[config.mk]
export PLATFORM = sky130hd
export DESIGN_NAME = irq_hub
export DESIGN_NICKNAME = d
export VERILOG_FILES = /design/src/rtl/irq_hub_pkg.sv /design/src/rtl/irq_hub_decode.sv /design/src/rtl/irq_hub_pick.sv /design/src/rtl/irq_hub.sv
export SDC_FILE = /design/constraint.sdc
export NUM_CORES = 1
export LEC_CHECK = 0
export BUFFER_PORTS_ARGS = -buffer_cell sky130_fd_sc_hd__buf_2
export CAP_MARGIN = 30
export CORE_ASPECT_RATIO = 1.1
export CORE_MARGIN = 2
export CORE_UTILIZATION = 50
export DETAILED_ROUTE_END_ITERATION = 10
export PLACE_DENSITY = 0.71
export REMOVE_ABC_BUFFERS = 1
export SYNTH_ARGS = -nofsm -noshare
export SYNTH_HDL_FRONTEND = slang
export SYNTH_SLANG_ARGS = --single-unit
[constraint.sdc]
create_clock -name clk -period 8.3 [get_ports clk]
set_input_delay 0.83 -clock clk [delete_from_list [all_inputs] [get_ports clk]]
set_output_delay 0.83 -clock clk [all_outputs]
set_load 0.02 [all_outputs]
[src/rtl/irq_hub_pkg.sv]
package irq_hub_pkg;

    localparam int unsigned DW = 32;
    localparam int unsigned FW = 16;

    typedef enum logic [2:0] {
        RG_NONE,
        RG_PRIO,
        RG_PEND,
        RG_EN,
        RG_THR,
        RG_CLAIM
    } region_e;

    typedef struct packed {
        region_e         rg;
        logic [FW-1:0]   src;
        logic [FW-1:0]   ctx;
        logic [FW-1:0]   word;
    } dec_t;

    typedef enum logic [1:0] {
        MODE_U = 2'd0,
        MODE_S = 2'd1,
        MODE_H = 2'd2,
        MODE_M = 2'd3
    } ctx_mode_e;

    function automatic logic mode_drives(logic [1:0] m);
        return (m == MODE_M) || (m == MODE_S);
    endfunction

    function automatic int unsigned words_for(int unsigned n);
        return (n + 31) / 32;
    endfunction

endpackage

[src/rtl/irq_hub_decode.sv]
module irq_hub_decode
    import irq_hub_pkg::*;
#(
    parameter int unsigned ADDR_W    = 12,
    parameter int unsigned N_SRC     = 8,
    parameter int unsigned N_CTX     = 3,
    parameter int unsigned PRIO_BASE = 32'h000,
    parameter int unsigned PEND_BASE = 32'h100,
    parameter int unsigned EN_BASE   = 32'h200,
    parameter int unsigned EN_STRIDE = 32'h20,
    parameter int unsigned CX_BASE   = 32'h400,
    parameter int unsigned CX_STRIDE = 32'h10
) (
    input  logic [ADDR_W-1:0] addr,
    output dec_t              dec
);
    localparam int unsigned WORDS = words_for(N_SRC);
    localparam int unsigned EN_SH = $clog2(EN_STRIDE);
    localparam int unsigned CX_SH = $clog2(CX_STRIDE);

    always_comb begin
        logic [31:0] a;
        logic [31:0] off;
        logic [31:0] low;
        a   = 32'(addr);
        off = '0;
        low = '0;
        dec = '0;
        dec.rg = RG_NONE;
        if (a[1:0] == 2'b00) begin
            if (a >= PRIO_BASE && a < PRIO_BASE + 4 * N_SRC) begin
                off     = a - PRIO_BASE;
                dec.rg  = RG_PRIO;
                dec.src = FW'(off >> 2);
            end else if (a >= PEND_BASE && a < PEND_BASE + 4 * WORDS) begin
                off      = a - PEND_BASE;
                dec.rg   = RG_PEND;
                dec.word = FW'(off >> 2);
            end else if (a >= EN_BASE && a < EN_BASE + N_CTX * EN_STRIDE) begin
                off = a - EN_BASE;
                low = off & (EN_STRIDE - 1);
                if ((low >> 2) < WORDS) begin
                    dec.rg   = RG_EN;
                    dec.ctx  = FW'(off >> EN_SH);
                    dec.word = FW'(low >> 2);
                end
            end else if (a >= CX_BASE && a < CX_BASE + N_CTX * CX_STRIDE) begin
                off     = a - CX_BASE;
                low     = off & (CX_STRIDE - 1);
                dec.ctx = FW'(off >> CX_SH);
                if (low == 32'd0)      dec.rg = RG_THR;
                else if (low == 32'd4) dec.rg = RG_CLAIM;
            end
        end
    end

endmodule

[src/rtl/irq_hub_pick.sv]
module irq_hub_pick #(
    parameter int unsigned N_SRC = 8,
    parameter int unsigned SRC_W = 3
) (
    input  logic [N_SRC-1:0] elig,
    output logic             any,
    output logic [SRC_W-1:0] id
);
    always_comb begin
        any = |elig;
        id  = '0;
        for (int i = N_SRC - 1; i >= 0; i--) begin
            if (elig[i]) id = SRC_W'(i);
        end
    end
endmodule

[src/rtl/irq_hub.sv]
module irq_hub
    import irq_hub_pkg::*;
#(
    parameter int unsigned N_SRC     = 8,
    parameter int unsigned N_CTX     = 3,
    parameter int unsigned PRIO_W    = 3,
    parameter int unsigned MAX_PRIO  = 7,
    parameter int unsigned ADDR_W    = 12,
    parameter int unsigned PRIO_BASE = 32'h000,
    parameter int unsigned PEND_BASE = 32'h100,
    parameter int unsigned EN_BASE   = 32'h200,
    parameter int unsigned EN_STRIDE = 32'h20,
    parameter int unsigned CX_BASE   = 32'h400,
    parameter int unsigned CX_STRIDE = 32'h10,
    parameter logic [2*N_CTX-1:0] CTX_MODES = 6'b00_01_11
) (
    input  logic              clk,
    input  logic              rst,
    input  logic [N_SRC-1:0]  src_i,
    input  logic              acc_en,
    input  logic              acc_we,
    input  logic [ADDR_W-1:0] acc_addr,
    input  logic [DW-1:0]     acc_wdata,
    output logic [DW-1:0]     acc_rdata,
    output logic              acc_err,
    output logic [N_CTX-1:0]  irq_o
);
    localparam int unsigned SRC_W  = (N_SRC > 1) ? $clog2(N_SRC) : 1;
    localparam int unsigned CTX_W  = (N_CTX > 1) ? $clog2(N_CTX) : 1;
    localparam int unsigned WORDS  = words_for(N_SRC);
    localparam int unsigned WORD_W = (WORDS > 1) ? $clog2(WORDS) : 1;
    localparam int unsigned PAD    = WORDS * DW;

    logic [PRIO_W-1:0] prio_q [N_SRC];
    logic [PRIO_W-1:0] thr_q  [N_CTX];
    logic [N_SRC-1:0]  en_q   [N_CTX];
    logic [N_SRC-1:0]  pend_q, claim_q, src_q;
    logic [N_SRC-1:0]  pend_n, claim_n;

    dec_t              dec;
    logic [CTX_W-1:0]  ctx_sel;
    logic [SRC_W-1:0]  src_sel;
    logic [WORD_W-1:0] word_sel;

    irq_hub_decode #(
        .ADDR_W(ADDR_W), .N_SRC(N_SRC), .N_CTX(N_CTX),
        .PRIO_BASE(PRIO_BASE), .PEND_BASE(PEND_BASE),
        .EN_BASE(EN_BASE), .EN_STRIDE(EN_STRIDE),
        .CX_BASE(CX_BASE), .CX_STRIDE(CX_STRIDE)
    ) u_dec (
        .addr(acc_addr),
        .dec (dec)
    );

    assign ctx_sel  = dec.ctx[CTX_W-1:0];
    assign src_sel  = dec.src[SRC_W-1:0];
    assign word_sel = dec.word[WORD_W-1:0];

    // Per-context eligibility and lowest-index selection
    logic [N_CTX-1:0] ctx_any;
    logic [SRC_W-1:0] pick_id [N_CTX];

    for (genvar c = 0; c < N_CTX; c++) begin : g_ctx
        logic [N_SRC-1:0] above;
        logic [N_SRC-1:0] elig;
        always_comb begin
            for (int i = 0; i < N_SRC; i++) begin
                above[i] = (prio_q[i] > thr_q[c]);
            end
            elig    = pend_q & ~claim_q & en_q[c] & above;
            elig[0] = 1'b0;
        end
        irq_hub_pick #(.N_SRC(N_SRC), .SRC_W(SRC_W)) u_pick (
            .elig(elig),
            .any (ctx_any[c]),
            .id  (pick_id[c])
        );
    end

    // Access qualifiers
    logic             rd, wr, claim_rd, cl_hit, done_wr, pend_wr;
    logic [SRC_W-1:0] cl_id;

    assign rd       = acc_en && !acc_we;
    assign wr       = acc_en && acc_we;
    assign claim_rd = rd && (dec.rg == RG_CLAIM);
    assign cl_hit   = ctx_any[ctx_sel];
    assign cl_id    = pick_id[ctx_sel];
    assign done_wr  = wr && (dec.rg == RG_CLAIM) && (acc_wdata < N_SRC);
    assign pend_wr  = wr && (dec.rg == RG_PEND);

    // Pending and claimed next state
    always_comb begin
        logic [N_SRC-1:0] rise, fall;
        rise    = src_i & ~src_q;
        fall    = ~src_i & src_q;
        pend_n  = pend_q;
        claim_n = claim_q;
        if (claim_rd && cl_hit) begin
            pend_n[cl_id]  = 1'b0;
            claim_n[cl_id] = 1'b1;
        end
        if (done_wr) claim_n[acc_wdata[SRC_W-1:0]] = 1'b0;
        pend_n    = (pend_n & ~fall) | rise;
        pend_n[0] = 1'b0;
    end

    // Enable word merge and read mux
    logic [PAD-1:0] en_cur, en_new, pend_pad;
    logic [DW-1:0]  rd_n;
    logic           err_n;

    always_comb begin
        en_cur   = PAD'(en_q[ctx_sel]);
        en_new   = en_cur;
        en_new[DW*int'(word_sel) +: DW] = acc_wdata;
        pend_pad = PAD'(pend_q);
        rd_n     = '0;
        if (rd) begin
            unique case (dec.rg)
                RG_PRIO:  rd_n = DW'(prio_q[src_sel]);
                RG_PEND:  rd_n = pend_pad[DW*int'(word_sel) +: DW];
                RG_EN:    rd_n = en_cur[DW*int'(word_sel) +: DW];
                RG_THR:   rd_n = DW'(thr_q[ctx_sel]);
                RG_CLAIM: rd_n = cl_hit ? DW'(cl_id) : '0;
                default:  rd_n = '0;
            endcase
        end
        err_n = acc_en && ((dec.rg == RG_NONE) || pend_wr);
    end

    always_ff @(posedge clk) begin
        if (rst) begin
            for (int i = 0; i < N_SRC; i++) prio_q[i] <= '0;
            for (int c = 0; c < N_CTX; c++) begin
                thr_q[c] <= '0;
                en_q[c]  <= '0;
            end
            pend_q    <= '0;
            claim_q   <= '0;
            src_q     <= '0;
            irq_o     <= '0;
            acc_rdata <= '0;
            acc_err   <= 1'b0;
        end else begin
            src_q     <= src_i;
            pend_q    <= pend_n;
            claim_q   <= claim_n;
            acc_rdata <= rd_n;
            acc_err   <= err_n;
            if (wr) begin
                unique case (dec.rg)
                    RG_PRIO: prio_q[src_sel] <= acc_wdata[PRIO_W-1:0];
                    RG_EN:   en_q[ctx_sel]   <= en_new[N_SRC-1:0];
                    RG_THR:  if (acc_wdata <= MAX_PRIO) thr_q[ctx_sel] <= acc_wdata[PRIO_W-1:0];
                    default: ;
                endcase
            end
            for (int c = 0; c < N_CTX; c++) begin
                irq_o[c] <= ctx_any[c] && mode_drives(CTX_MODES[2*c +: 2]);
            end
        end
    end

endmodule

# Yosys cells after proc, flatten, opt, wreduce, memory -nomap -nowiden
# Memory sizes are Yosys's and may differ from the RTL's.
# Cells that the tools add are included.
dict set report totals {
  mem_bits_rw 57
  memories 3
  regBits 60
  out_inout_bits 36
  inputBits 56
}
# memory depth word_bits rd rd_clocked_by_memory_dff wr line
set memory_table {}
lappend memory_table {en_q 3 8 4 0 3 irq_hub.sv:36} ;# logic [N_SRC-1:0] en_q [N_CTX];
lappend memory_table {prio_q 8 3 9 0 8 irq_hub.sv:34} ;# logic [PRIO_W-1:0] prio_q [N_SRC];
lappend memory_table {thr_q 3 3 4 0 3 irq_hub.sv:35} ;# logic [PRIO_W-1:0] thr_q [N_CTX];
dict set report classes {
  reduce_logical 25
  shifts 4
  eq_ne 6
  muxes 76
  add_sub_neg 4
  magnitude_cmp 40
  n_bitwise 22
}
# operator n
set op_table {}
lappend op_table {{$pmux 32 s5} 1}
lappend op_table {{$mux 3} 33}
lappend op_table {{$and 8x8->8} 12}
lappend op_table {{$mux 16} 5}
lappend op_table {{$gt 3x3->1} 24}
lappend op_table {{$mux 32} 2}
lappend op_table {{$shiftx 32x7->32} 2}
lappend op_table {{$mux 51} 1}
lappend op_table {{$not 8->8} 6}
lappend op_table {{$neg 6->34} 1}
lappend op_table {{$shift 32x34->32 const A} 1}
lappend op_table {{$shiftx 32x34->32} 1}
lappend op_table {{$bwmux 32} 1}
lappend op_table {{$le 32x3->1 const B} 1}
lappend op_table {{$logic_not 32->1} 1}
lappend op_table {{$lt 32x4->1 const B} 1}
lappend op_table {{$mux 8} 4}
lappend op_table {{$mux 1} 21}
lappend op_table {{$reduce_or 7->1} 3}
lappend op_table {{$or 8x8->8} 2}
lappend op_table {{$logic_and 1x1->1} 13}
lappend op_table {{$sub 12x10->13 const B} 1}
lappend op_table {{$sub 12x11->13 const B} 1}
lappend op_table {{$sub 12x9->13 const B} 1}
lappend op_table {{other kinds (30)} 38}

# Longest topological paths before layout
# Gate-level depths: netlist of the first run.
dict set report logic_depth {
  word_depth 23
  depth_mapped 10
  depth_no_buf 10
}

# Modules after synthesis
# Synthesis of the first run repeated with hierarchy kept, for this count alone.
dict set report unflattened {
  hier_cells 791
  hier_area_um2 7724.9
}
# mod area_each_um2 cells_per_inst instances
set by_module_without_submodules {}
lappend by_module_without_submodules {irq_hub 6422.4 609 1}
lappend by_module_without_submodules {irq_hub_decode 1058.5 143 1}
lappend by_module_without_submodules {irq_hub_pick 81.3 13 3}

# Worst setup path after synthesis of the first run
# OpenSTA, ideal clock, no wires.
dict set report synth_timing {
  path_kind {input-to-reg}
  from {in acc_addr[11]}
  to {mem en_q[1][0], enable pin}
  stages 8
  n_path_buf 1
  slack_ps 4645
  arrival_time_ps 3271
  setup_time_ps 384
  path_cell_list {or4_4 -> nor4_1 -> a31o_2 -> o21ai_0 -> nor2_1 -> nand3_1 -> clkbuf_1 -> o21ai_0}
}
# element line
set synth_lines {}
lappend synth_lines {{start, declared} irq_hub.sv:22} ;# input logic [ADDR_W-1:0] acc_addr,
lappend synth_lines {{end, declared} irq_hub.sv:36}

==> results.rst, run 1 <==
.. list-table::
   :header-rows: 1

   * - Metric
     - Value
   * - Required time reported for the critical path endpoint
     - 8.36 ns
   * - Routed wirelength normalized by instance count
     - 20.8 um
   * - CTS Hold Bufs
     - 0
   * - FF/Latch Area
     - 2350 sq um
   * - Worst setup slack after placement
     - 3.85 ns
   * - Critical path cell sequence
     - buf_2 -> or4_4 -> nor4_1 -> a31o_2 -> o21ai_0 -> buf_4 -> nor2_1 -> nand3_1 -> o21ai_0 -> buf_2
   * - Setup repair bufs after CTS
     - 0
   * - Critical path startpoint
     - acc_addr[11]
   * - Die Ht
     - 121 um
   * - Area taken by multi-input logic gates
     - 3560 sq um
   * - Cell with the biggest individual delay on the critical path
     - sky130_fd_sc_hd__or4_4
   * - Unrepaired setup endpoints after global routing
     - false
   * - Run status
     - finished, final reports clean
   * - Half-perimeter wire length after placement
     - 14.2 mm
   * - Crit share post-route
     - 0.456
   * - Overflow left after global routing
     - 0
   * - Number of nets in the finished design
     - 834
   * - Number of buffers created by CTS
     - 9
   * - Maximum achievable frequency
     - 0.264 GHz
   * - Num rows
     - 42
   * - Total length of routed wires
     - 18.1 mm
   * - Detailed-route via count
     - 5560
   * - Synthesis-to-layout area growth
     - 11.2%
   * - Setup crit start kind
     - primary input
   * - Total core area
     - 12100 sq um
   * - CTS sink cnt
     - 89
   * - Worst-Skew Late Latency
     - 0.35 ns
   * - Input/output buffers
     - 65
   * - Initial Util
     - 0.513
   * - Data arrival at the endpoint of the critical path
     - 3.84 ns
   * - Die outline area
     - 13300 sq um
   * - Number of flops mapped to enable cells by yosys
     - 57
   * - Launch instance of the worst register-to-register path
     - thr_q[0][2]
   * - Top-level I/O count
     - 92
   * - ANT nets after route
     - 0
   * - Number of vias per cell
     - 6.36
   * - # Max-Cap Violations
     - 0
   * - Layout cells sized above 1
     - 0.157
   * - Worst hold slack across all endpoints
     - 0.474 ns
   * - Drt drc
     - 0
   * - Post-route worst setup slack
     - 4.52 ns
   * - Mean area per synthesized cell
     - 9.47 sq um
   * - Distinct cells, synth
     - 67
   * - Final TNS setup
     - 0 ns
   * - Bufs on Longest Clock Path
     - 2
   * - Synth top area cells
     - sky130_fd_sc_hd__edfxtp_1, sky130_fd_sc_hd__ha_1, sky130_fd_sc_hd__dfxtp_1, sky130_fd_sc_hd__nand3_1, sky130_fd_sc_hd__nor3_1
   * - Synth top area share
     - 0.276
   * - Number of buffers and inverters on the critical path
     - 3
   * - Delay of the slowest cell on the worst path
     - 0.56 ns
   * - Critical hold path startpoint
     - src_q[3]
   * - Warnings, synthesis
     - 0
   * - Worst path top cell family by delay
     - simple AND/OR/NAND/NOR gates
   * - Most instantiated library cell after synthesis
     - sky130_fd_sc_hd__ha_1
   * - Seq/Total Area, Yosys
     - 0.380
   * - Power density over the cells
     - 163 nW/um^2
   * - Root buffer cell
     - sky130_fd_sc_hd__clkbuf_16
   * - Final setup fails
     - 0
   * - Number of filler cells placed in the layout
     - 1070
   * - Vias in the first global route
     - 5354
   * - Most numerous cell types in the synthesized netlist
     - sky130_fd_sc_hd__ha_1, sky130_fd_sc_hd__edfxtp_1, sky130_fd_sc_hd__nor2_1
   * - Antenna violations before repair
     - 0
   * - Clock transition at the registers of the reported paths
     - 0.07 ns
   * - Count of pins over their slew limit
     - 0
   * - Maximum number of pins on one net before global-route repair
     - 29
   * - Largest voltage drop on the vdd net
     - 94.9 uV
   * - Skew final
     - 0.00871 ns
   * - Share of async-settable or async-resettable flops after synthesis
     - 0
   * - Relative slew margins
     - 0.396
   * - Minimum clock period after layout
     - 3.78 ns
   * - CTS tree
     - yes
   * - Die X
     - 110 um
   * - ANT cells
     - 0
   * - FF+latch count, synth
     - 89
   * - Wire length of the first global-routing pass
     - 28.3 mm
   * - Cell taking the most area after synthesis
     - sky130_fd_sc_hd__edfxtp_1
   * - Netlist area before placement
     - 6190 sq um
   * - Static leakage power
     - 2.74 nW
   * - Setup crit end kind
     - flop
   * - # resized after CTS
     - 0
   * - Tightest Hold Check Type
     - flop to flop
   * - Global-route usage over all layers
     - 0.286
   * - Post-synthesis cell count
     - 654
   * - Highest net fanout along the worst path
     - 15
   * - Worst setup path category
     - primary input to flop
   * - Starting DRT DRC Count
     - 559
   * - H-Tree Depth
     - 3
   * - Flip-flop cell with the highest count after synthesis
     - sky130_fd_sc_hd__edfxtp_1
   * - Slew at the pin with the worst max-slew slack
     - 0.898 ns
   * - Total iterations of the first detailed-routing run
     - 5
   * - Final weighted congestion of routability-driven global placement
     - 0.972
   * - Count of final hold-check violations
     - 0
==> kinds of logic (layout without fill, tap and decap cells) <==
| family | count (synthesis) | after routing | share of synthesized area |
|---|---|---|---|
| AND/OR/NAND/NOR | 256 | 256 | 0.220 |
| AO/OA/AOI/OAI | 161 | 161 | 0.186 |
| flip-flops | 89 | 89 | 0.380 |
| buffers and inverters | 74 | 116 | 0.0602 |
| adder cells (fa/ha/maj) | 63 | 63 | 0.127 |
| multiplexers | 9 | 9 | 0.0248 |
| other | 1 | 25 | 0.000605 |
| XOR/XNOR | 1 | 1 | 0.00141 |
==> area by class of cell <==
class | count | area share
timing repair buffer | 71 | 0.0527
sequential | 89 | 0.342
multi-input combinational | 515 | 0.517
tap | 154 | 0.0280
clock buffer | 10 | 0.0363
clock inverter | 6 | 0.00872
inverter | 29 | 0.0158
==> per-layer routing <==
metal | part of all wire | global-route usage
met1 | 0.39 | 0.359
met2 | 0.49 | 0.477
met3 | 0.082 | 0.0550
met4 | 0.039 | 0.121
met5 | 0 | 0
==> path summary, 6_finish.rpt <==
path	end	slack, ns	depth (start not counted)
min	pend_q[3]	0.47	1
max reg2reg	claim_q[7]	5.01	10
max	en_q[0][6]	4.52	10
min reg2reg	pend_q[3]	0.47	1
==> state kept, by name, summed over array words and instances, names as in the netlist <==
register	count
irq_o	2
acc_rdata	8
src_q	7
thr_q	9
claim_q	7
en_q	24
pend_q	7
prio_q	24
acc_err	1
==> placed cells by master, fill, tap and decap left out, types with 11 or more instances in the layout <==
cell type,n
sky130_fd_sc_hd__ha_1,63
sky130_fd_sc_hd__nor2b_1,18
sky130_fd_sc_hd__inv_1,29
sky130_fd_sc_hd__conb_1,25
sky130_fd_sc_hd__dfxtp_1,32
sky130_fd_sc_hd__o22ai_1,11
sky130_fd_sc_hd__nor3_1,38
sky130_fd_sc_hd__a21oi_1,36
sky130_fd_sc_hd__and2_1,17
sky130_fd_sc_hd__nor2_1,45
sky130_fd_sc_hd__and3_1,16
sky130_fd_sc_hd__buf_2,68
sky130_fd_sc_hd__nand3_1,39
sky130_fd_sc_hd__nand2_1,32
sky130_fd_sc_hd__nor4_1,16
sky130_fd_sc_hd__edfxtp_1,57
sky130_fd_sc_hd__o21ai_0,26
==> power breakdown <==
group / switching [mW] / total [mW] / internal, mW / leakage [nW]
Combinational: 0.121 / 0.194 / 0.0731 / 1.78
Clock: 0.187 / 0.417 / 0.230 / 0.155
Sequential: 0.0207 / 0.512 / 0.491 / 0.803
==> through the flow <==
step,utilization,power (mW),instances,area (sq um)
global placement,0.543,0.701,855,6560
global route,0.570,1.17,874,6890
detailed placement,0.544,0.711,857,6570
finish,0.570,1.12,874,6890
CTS,0.569,1.12,873,6880
floorplan,-,0.639,633,6020
Note: power is estimated with default switching activity, not from simulation.
==> run 2, diff against run 1 <==
--- a/config.mk
+++ b/config.mk
@@ -5,6 +5,7 @@
 export SDC_FILE = /design/constraint.sdc
 export NUM_CORES = 1
 export LEC_CHECK = 0
+export ABC_AREA = 1
 export BUFFER_PORTS_ARGS = -buffer_cell sky130_fd_sc_hd__buf_2
 export CAP_MARGIN = 30
 export CORE_ASPECT_RATIO = 1.1
==> constraint.sdc (replaced) <==
create_clock -name clk -period 3.6 [get_ports clk]
set_input_delay 0.36 -clock clk [delete_from_list [all_inputs] [get_ports clk]]
set_output_delay 0.36 -clock clk [all_outputs]
set_load 0.02 [all_outputs]
==> run 2 against run 1 <==
Against the previous run:
- sequential power is 130% higher
- total power is 130% higher
- largest cell class unchanged
- critical endpoint is now claim_q[5]
- final area is 4.4% higher
- synthesized cell count is 33% higher
- largest power group unchanged
==> results.rst, run 2 <==
.. list-table::
   :header-rows: 1

   * - Metric
     - Value
   * - Run status
     - finished, final reports clean
   * - # Max-Cap Violations
     - 0
   * - Number of cells on the worst hold path
     - 3
   * - Most instantiated library cell after synthesis
     - sky130_fd_sc_hd__nand2_1
   * - Count of final hold-check violations
     - 0
   * - Skew final
     - 0.00902 ns
   * - Number of nets in the finished design
     - 1057
   * - Critical path cell sequence
     - inv_1 -> ha_1 -> a21oi_1 -> nand2_1 -> nand2_1 -> nand2_1 -> nor2_1 -> nand3_1 -> nor2_1 -> nor2_1 -> nand2_1 -> nor2_4 -> nand2_1 -> a21oi_1
   * - ANT cells
     - 0
   * - Drt drc
     - 0
   * - Number of filler cells placed in the layout
     - 1215
   * - Input/output buffers
     - 65
   * - Post-layout utilization of the core
     - 0.569
   * - Most common cell type on the critical path
     - sky130_fd_sc_hd__nand2_1
   * - Layout cells sized above 1
     - 0.136
   * - Tightest Hold Check Type
     - primary input to flop
   * - Logic depth of the worst path, buffers included
     - 14
   * - Seq/Total Area, Yosys
     - 0.362
   * - Final TNS setup
     - 0 ns
   * - Most numerous cell types in the synthesized netlist
     - sky130_fd_sc_hd__nand2_1, sky130_fd_sc_hd__nor2_1, sky130_fd_sc_hd__inv_1
   * - FF+latch count, synth
     - 89
   * - Die X
     - 113 um
   * - Unrepaired setup endpoints after global routing
     - false
   * - Largest regs
     - en_q (24), prio_q (24), thr_q (9)
   * - Share of async-settable or async-resettable flops after synthesis
     - 0
   * - Slew at the pin with the worst max-slew slack
     - 0.843 ns
   * - Total length of routed wires
     - 17.3 mm
   * - Post-synthesis cell count
     - 870
   * - Half-perimeter wire length after placement
     - 13.4 mm
   * - Finished Cell Area
     - 7190 sq um
   * - CTS tree
     - yes
   * - Relative slew margins
     - 0.437
   * - Top-level I/O count
     - 92
   * - Cell taking the most area after synthesis
     - sky130_fd_sc_hd__edfxtp_1
   * - Most common library cell in the layout ignoring fill and taps
     - sky130_fd_sc_hd__nand2_1
   * - Initial Util
     - 0.514
   * - Setup crit end kind
     - flop
   * - CTS sink cnt
     - 89
   * - Commonest cells after routing, fill and taps aside
     - sky130_fd_sc_hd__nand2_1, sky130_fd_sc_hd__nor2_1, sky130_fd_sc_hd__inv_1, sky130_fd_sc_hd__nand3_1, sky130_fd_sc_hd__buf_2
   * - Synth top area share
     - 0.263
   * - Worst path top cell family by delay
     - simple AND/OR/NAND/NOR gates
   * - Worst-Skew Late Latency
     - 0.35 ns
   * - Placed cell area
     - 6900 sq um
   * - Overall Power
     - 2.54 mW
   * - Cell depth of the worst flop-to-flop path
     - 14
   * - Number of buffers created by CTS
     - 9
   * - Required time reported for the critical path endpoint
     - 3.83 ns
   * - Final setup fails
     - 0
   * - Number of buffers and inverters on the critical path
     - 1
   * - Crit share post-route
     - 0.719
   * - Starting DRT DRC Count
     - 512
   * - Distinct cells, synth
     - 42
   * - Num rows
     - 43
   * - Power density over the cells
     - 354 nW/um^2
   * - Static leakage power
     - 3.53 nW
   * - Largest voltage drop on the vdd net
     - 218 uV
   * - Maximum number of pins on one net before global-route repair
     - 20
   * - Clock transition at the registers of the reported paths
     - 0.07 ns
   * - Setup crit start kind
     - flop
   * - Global-route usage over all layers
     - 0.257
   * - Root buffer cell
     - sky130_fd_sc_hd__clkbuf_16
   * - Maximum achievable frequency
     - 0.386 GHz
   * - H-Tree Depth
     - 3
   * - Critical path startpoint
     - thr_q[0][2]
   * - Synthesis-to-layout area growth
     - 10.6%
   * - Worst setup path category
     - flop to flop
   * - Count of pins over their slew limit
     - 0
   * - Overflow left after global routing
     - 0
   * - Highest net fanout along the worst path
     - 8
   * - Routed wirelength normalized by instance count
     - 15.7 um
   * - Setup repair bufs after CTS
     - 0
   * - Detailed-route via count
     - 5998
   * - Critical hold path startpoint
     - src_i[3]
   * - Wire length of the first global-routing pass
     - 27.8 mm
   * - Synth top area cells
     - sky130_fd_sc_hd__edfxtp_1, sky130_fd_sc_hd__ha_1, sky130_fd_sc_hd__nand2_1, sky130_fd_sc_hd__dfxtp_1, sky130_fd_sc_hd__nor2_1
   * - Die outline area
     - 13900 sq um
   * - Warnings, synthesis
     - 0
   * - Data arrival at the endpoint of the critical path
     - 2.82 ns
   * - Vias in the first global route
     - 5632
   * - Delay of the slowest cell on the worst path
     - 0.37 ns
   * - # resized after CTS
     - 0
   * - Minimum clock period after layout
     - 2.59 ns
   * - Cell with the biggest individual delay on the critical path
     - sky130_fd_sc_hd__edfxtp_1
   * - Total iterations of the first detailed-routing run
     - 5
   * - Mean area per synthesized cell
     - 7.47 sq um
   * - Flip-flop cell with the highest count after synthesis
     - sky130_fd_sc_hd__edfxtp_1
   * - Netlist area before placement
     - 6500 sq um
   * - Number of vias per cell
     - 5.45
   * - CTS Hold Bufs
     - 0
   * - Bufs on Longest Clock Path
     - 2
   * - Antenna violations before repair
     - 0
   * - Total core area
     - 12600 sq um
   * - ANT nets after route
     - 0
   * - Die Ht
     - 124 um
   * - Launch instance of the worst register-to-register path
     - thr_q[0][2]
   * - Final weighted congestion of routability-driven global placement
     - 0.970
   * - Number of flops mapped to enable cells by yosys
     - 57
## run 2: cell types whose count changed after synthesis, sizes merged, moves of 8 or more
cell    delta
nand2    +170
nor2     +117
inv       +79
nand3     +47
nor3      -29
and2      -18
nor2b     -18
and3      -16
clkbuf    -11
nor4      -11
o21a       -9
nand3b     +8
## run 2: final cells by class
cell class	count	area, sq um	area share
inverters	111	423	0.0588
flip-flops and latches	89	2350	0.327
well taps	157	196	0.0273
multi-input cells	658	3570	0.497
repair buffers	69	355	0.0494
clock buffers	9	225	0.0313
clock inverters	7	65.1	0.00905
## run 2: tightest hold or removal path, cell delays in order
cell and delay (ns):
sky130_fd_sc_hd__buf_2 0.10, sky130_fd_sc_hd__inv_1 0.04, sky130_fd_sc_hd__nor2_1 0.04
## run 2: kinds of logic (layout without fill, tap and decap cells)
kind of cell	count (synthesis)	in the layout	synth area share
AO/OA/AOI/OAI	81	81	0.0693
buffers and inverters	147	196	0.102
adder cells (fa/ha/maj)	63	63	0.121
AND/OR/NAND/NOR	489	489	0.345
other	1	25	0.000577
flip-flops	89	89	0.362
## run 2: stage by stage
step | std cells | setup WS [ns] | hold WS (ns)
finish | 1100 | 1.01 | 0.227
CTS | 1100 | 1.07 | 0.222
global placement | 1084 | 0.949 | 0.420
detailed placement | 1084 | 0.929 | 0.425
floorplan | 858 | 1.48 | 0.412
global route | 1100 | 0.764 | 0.251
## run 2: layer usage
metal	global-route usage	up-vias	wire length, um
met5	0	-	0
met4	0.107	0	514
met3	0.0404	43	1230
met2	0.438	245	8190
met1	0.328	2743	7340
li1	-	2967	-
## run 2: final timing paths
kind / slack, ns / endpoint
min: 0.23 / src_q[3]
max: 1.01 / claim_q[5]
max reg2reg: 1.01 / claim_q[5]
min reg2reg: 0.43 / pend_q[1]
## run 2: report_power, final
group	internal [mW]	switching [mW]	leakage, nW	total [mW]
sequential	1.13	0.0457	0.803	1.18
clock	0.488	0.450	0.143	0.938
combinational	0.147	0.281	2.58	0.428
total	1.77	0.777	3.53	2.54
==> run 3, diff against run 2 <==
--- a/config.mk
+++ b/config.mk
@@ -12,7 +12,7 @@
 export CORE_MARGIN = 2
 export CORE_UTILIZATION = 50
 export DETAILED_ROUTE_END_ITERATION = 10
-export PLACE_DENSITY = 0.71
+export PLACE_DENSITY = 0.74
 export REMOVE_ABC_BUFFERS = 1
 export SYNTH_ARGS = -nofsm -noshare
 export SYNTH_HDL_FRONTEND = slang
==> constraint.sdc (replaced) <==
create_clock -name clk -period 2.1 [get_ports clk]
set_input_delay 0.21 -clock clk [delete_from_list [all_inputs] [get_ports clk]]
set_output_delay 0.21 -clock clk [all_outputs]
set_load 0.02 [all_outputs]
==> run 3 against run 2 <==
Against the previous run:
- the run now ends with setup timing left
- routed wire length rose by 12%
- core utilization rose by 11 points
- critical path depth rose by 3
- non-clock buffer count rose by 89
- final area rose by 18%
- via count rose by 7.4%
- sequential power rose by 71%
==> results.rst, run 3 (same netlist as run 2, synthesis figures left out) <==
.. list-table::
   :header-rows: 1

   * - Metric
     - Value
   * - Run status
     - complete, but fails checks
   * - Violated checks
     - setup timing
   * - Synthesis-to-layout area growth
     - 31.1%
   * - Maximum number of pins on one net before global-route repair
     - 21
   * - ANT nets after route
     - 0
   * - CTS sink cnt
     - 89
   * - Static leakage power
     - 4.02 nW
   * - Routed wirelength normalized by instance count
     - 16.3 um
   * - Worst setup path category
     - flop to flop
   * - Largest voltage drop on the vdd net
     - 427 uV
   * - Overflow left after global routing
     - 0
   * - Commonest cells after routing, fill and taps aside
     - sky130_fd_sc_hd__nand2_1, sky130_fd_sc_hd__nor2_1, sky130_fd_sc_hd__inv_1, sky130_fd_sc_hd__buf_4
   * - Total core area
     - 12600 sq um
   * - Largest regs
     - en_q (24), prio_q (24), thr_q (9)
   * - Root buffer cell
     - sky130_fd_sc_hd__clkbuf_16
   * - CTS tree
     - yes
   * - Crit share post-route
     - 1.10
   * - Number of nets in the finished design
     - 1146
   * - Unrepaired setup endpoints after global routing
     - true
   * - Number of filler cells placed in the layout
     - 1013
   * - Vias in the first global route
     - 6177
   * - Most common library cell in the layout ignoring fill and taps
     - sky130_fd_sc_hd__nand2_1
   * - Skew final
     - 0.00735 ns
   * - Slew at the pin with the worst max-slew slack
     - 0.651 ns
   * - Final weighted congestion of routability-driven global placement
     - 1.02
   * - Setup slack on the worst flop-to-flop path
     - -0.22 ns
   * - Starting DRT DRC Count
     - 461
   * - Critical path startpoint
     - thr_q[2][2]
   * - Worst-Skew Late Latency
     - 0.34 ns
   * - Bufs on Longest Clock Path
     - 2
   * - Tightest Hold Check Type
     - primary input to flop
   * - Relative slew margins
     - 0.565
   * - Global-route usage over all layers
     - 0.275
   * - Die X
     - 113 um
   * - Num rows
     - 43
   * - Minimum clock period after layout
     - 2.32 ns
   * - Detailed-route via count
     - 6443
   * - Setup crit start kind
     - flop
   * - Top-level I/O count
     - 92
   * - Maximum achievable frequency
     - 0.431 GHz
   * - Total iterations of the first detailed-routing run
     - 9
   * - Number of vias per cell
     - 5.42
   * - Count of pins over their slew limit
     - 0
   * - Half-perimeter wire length after placement
     - 14.6 mm
   * - Worst setup slack after placement
     - -0.184 ns
   * - Final setup fails
     - 17
   * - Required time reported for the critical path endpoint
     - 2.34 ns
   * - Critical hold path startpoint
     - src_i[3]
   * - Die Ht
     - 124 um
   * - Setup crit end kind
     - flop
   * - Antenna violations before repair
     - 0
   * - Area taken by multi-input logic gates
     - 4110 sq um
   * - Input/output buffers
     - 65
   * - # Max-Cap Violations
     - 0
   * - Layout cells sized above 1
     - 0.315
   * - ANT cells
     - 0
   * - Die outline area
     - 13900 sq um
   * - Power density over the cells
     - 544 nW/um^2
   * - FF/Latch Area
     - 2350 sq um
   * - H-Tree Depth
     - 3
   * - Initial Util
     - 0.514
   * - Count of final hold-check violations
     - 0
   * - Post-route worst setup slack
     - -0.218 ns
   * - Number of buffers created by CTS
     - 9
   * - Final TNS setup
     - -2.75 ns
   * - Data arrival at the endpoint of the critical path
     - 2.56 ns
   * - Clock transition at the registers of the reported paths
     - 0.07 ns
   * - Wire length of the first global-routing pass
     - 29.5 mm
   * - Total length of routed wires
     - 19.4 mm
   * - Highest net fanout along the worst path
     - 8
   * - Drt drc
     - 0
   * - CTS Hold Bufs
     - 0
   * - Launch instance of the worst register-to-register path
     - thr_q[2][2]
[run 3: cell types whose count changed in the layout (fill, tap and decap cells not counted), moves of 17 or more]
| cell | delta |
|---|---|
| sky130_fd_sc_hd__nor2_2 | +17 |
| sky130_fd_sc_hd__nor2_1 | -22 |
| sky130_fd_sc_hd__ha_1 | -19 |
| sky130_fd_sc_hd__ha_4 | +19 |
| sky130_fd_sc_hd__buf_4 | +78 |
| sky130_fd_sc_hd__nand2_1 | -33 |
| sky130_fd_sc_hd__nand2_2 | +30 |
[run 3: critical path: stages, from the launching register on]
cell                       delay (ns)
sky130_fd_sc_hd__edfxtp_1        0.40
sky130_fd_sc_hd__inv_2           0.09
sky130_fd_sc_hd__buf_12          0.14
sky130_fd_sc_hd__ha_1            0.25
sky130_fd_sc_hd__nand2_2         0.09
sky130_fd_sc_hd__inv_1           0.07
sky130_fd_sc_hd__a21oi_2         0.16
sky130_fd_sc_hd__nand2_2         0.10
sky130_fd_sc_hd__nand2_4         0.10
sky130_fd_sc_hd__nor2_2          0.04
sky130_fd_sc_hd__nand3_2         0.07
sky130_fd_sc_hd__nand2_2         0.07
sky130_fd_sc_hd__nor2_2          0.11
sky130_fd_sc_hd__nand2_2         0.11
sky130_fd_sc_hd__nor2_4          0.19
sky130_fd_sc_hd__nand2_2         0.10
sky130_fd_sc_hd__nand2_1         0.06
sky130_fd_sc_hd__o21ai_1         0.05
[run 3: path summary, 6_finish.rpt]
path	end	cells after the start
setup / recovery	pend_q[5]	17
hold / removal	src_q[3]	3
setup reg to reg	pend_q[5]	17
hold reg to reg	pend_q[1]	1
[run 3: final cells by class]
type                    count  share of cell area
multi-input cells         658               0.482
repair buffers            158               0.134
inverters                 111              0.0499
well taps                 157              0.0231
flip-flops and latches     89               0.276
clock buffers               9              0.0264
clock inverters             7             0.00822
[run 3: per-layer routing]
layer | vias up | global-route usage | share of wire
met2 | 270 | 0.478 | 0.47
li1 | 3140 | - | -
met4 | 0 | 0.160 | 0.065
met3 | 84 | 0.0511 | 0.072
met5 | - | 0 | 0
met1 | 2949 | 0.320 | 0.39
[run 3: power breakdown]
group | leakage, nW | switching, mW | internal, mW
Combinational | 3.08 | 0.603 | 0.415
Sequential | 0.803 | 0.0816 | 1.94
Clock | 0.142 | 0.757 | 0.836
Total | 4.02 | 1.44 | 3.19
[run 3: per-stage QoR]
| step | instance area [sq um] | power [mW] | utilization | hold WS, ns | instances |
|---|---|---|---|---|---|
| after global routing | 8520 | 4.84 | 0.674 | 0.111 | 1189 |
| after floorplan | 6350 | 2.53 | - | 0.279 | 858 |
| after CTS | 8180 | 4.51 | 0.647 | 0.0875 | 1184 |
| final | 8520 | 4.63 | 0.674 | 0.0930 | 1189 |
| after detailed placement | 7620 | 2.87 | 0.603 | 0.431 | 1165 |
| after global placement | 7620 | 2.84 | 0.603 | 0.418 | 1165 |
[run 3: timing repair]
item,4_1_cts,5_1_grt
resized for setup,56,69
pin swaps,28,49
setup buffers,3,5
setup endpoints to repair,17,17
gates cloned,0,0
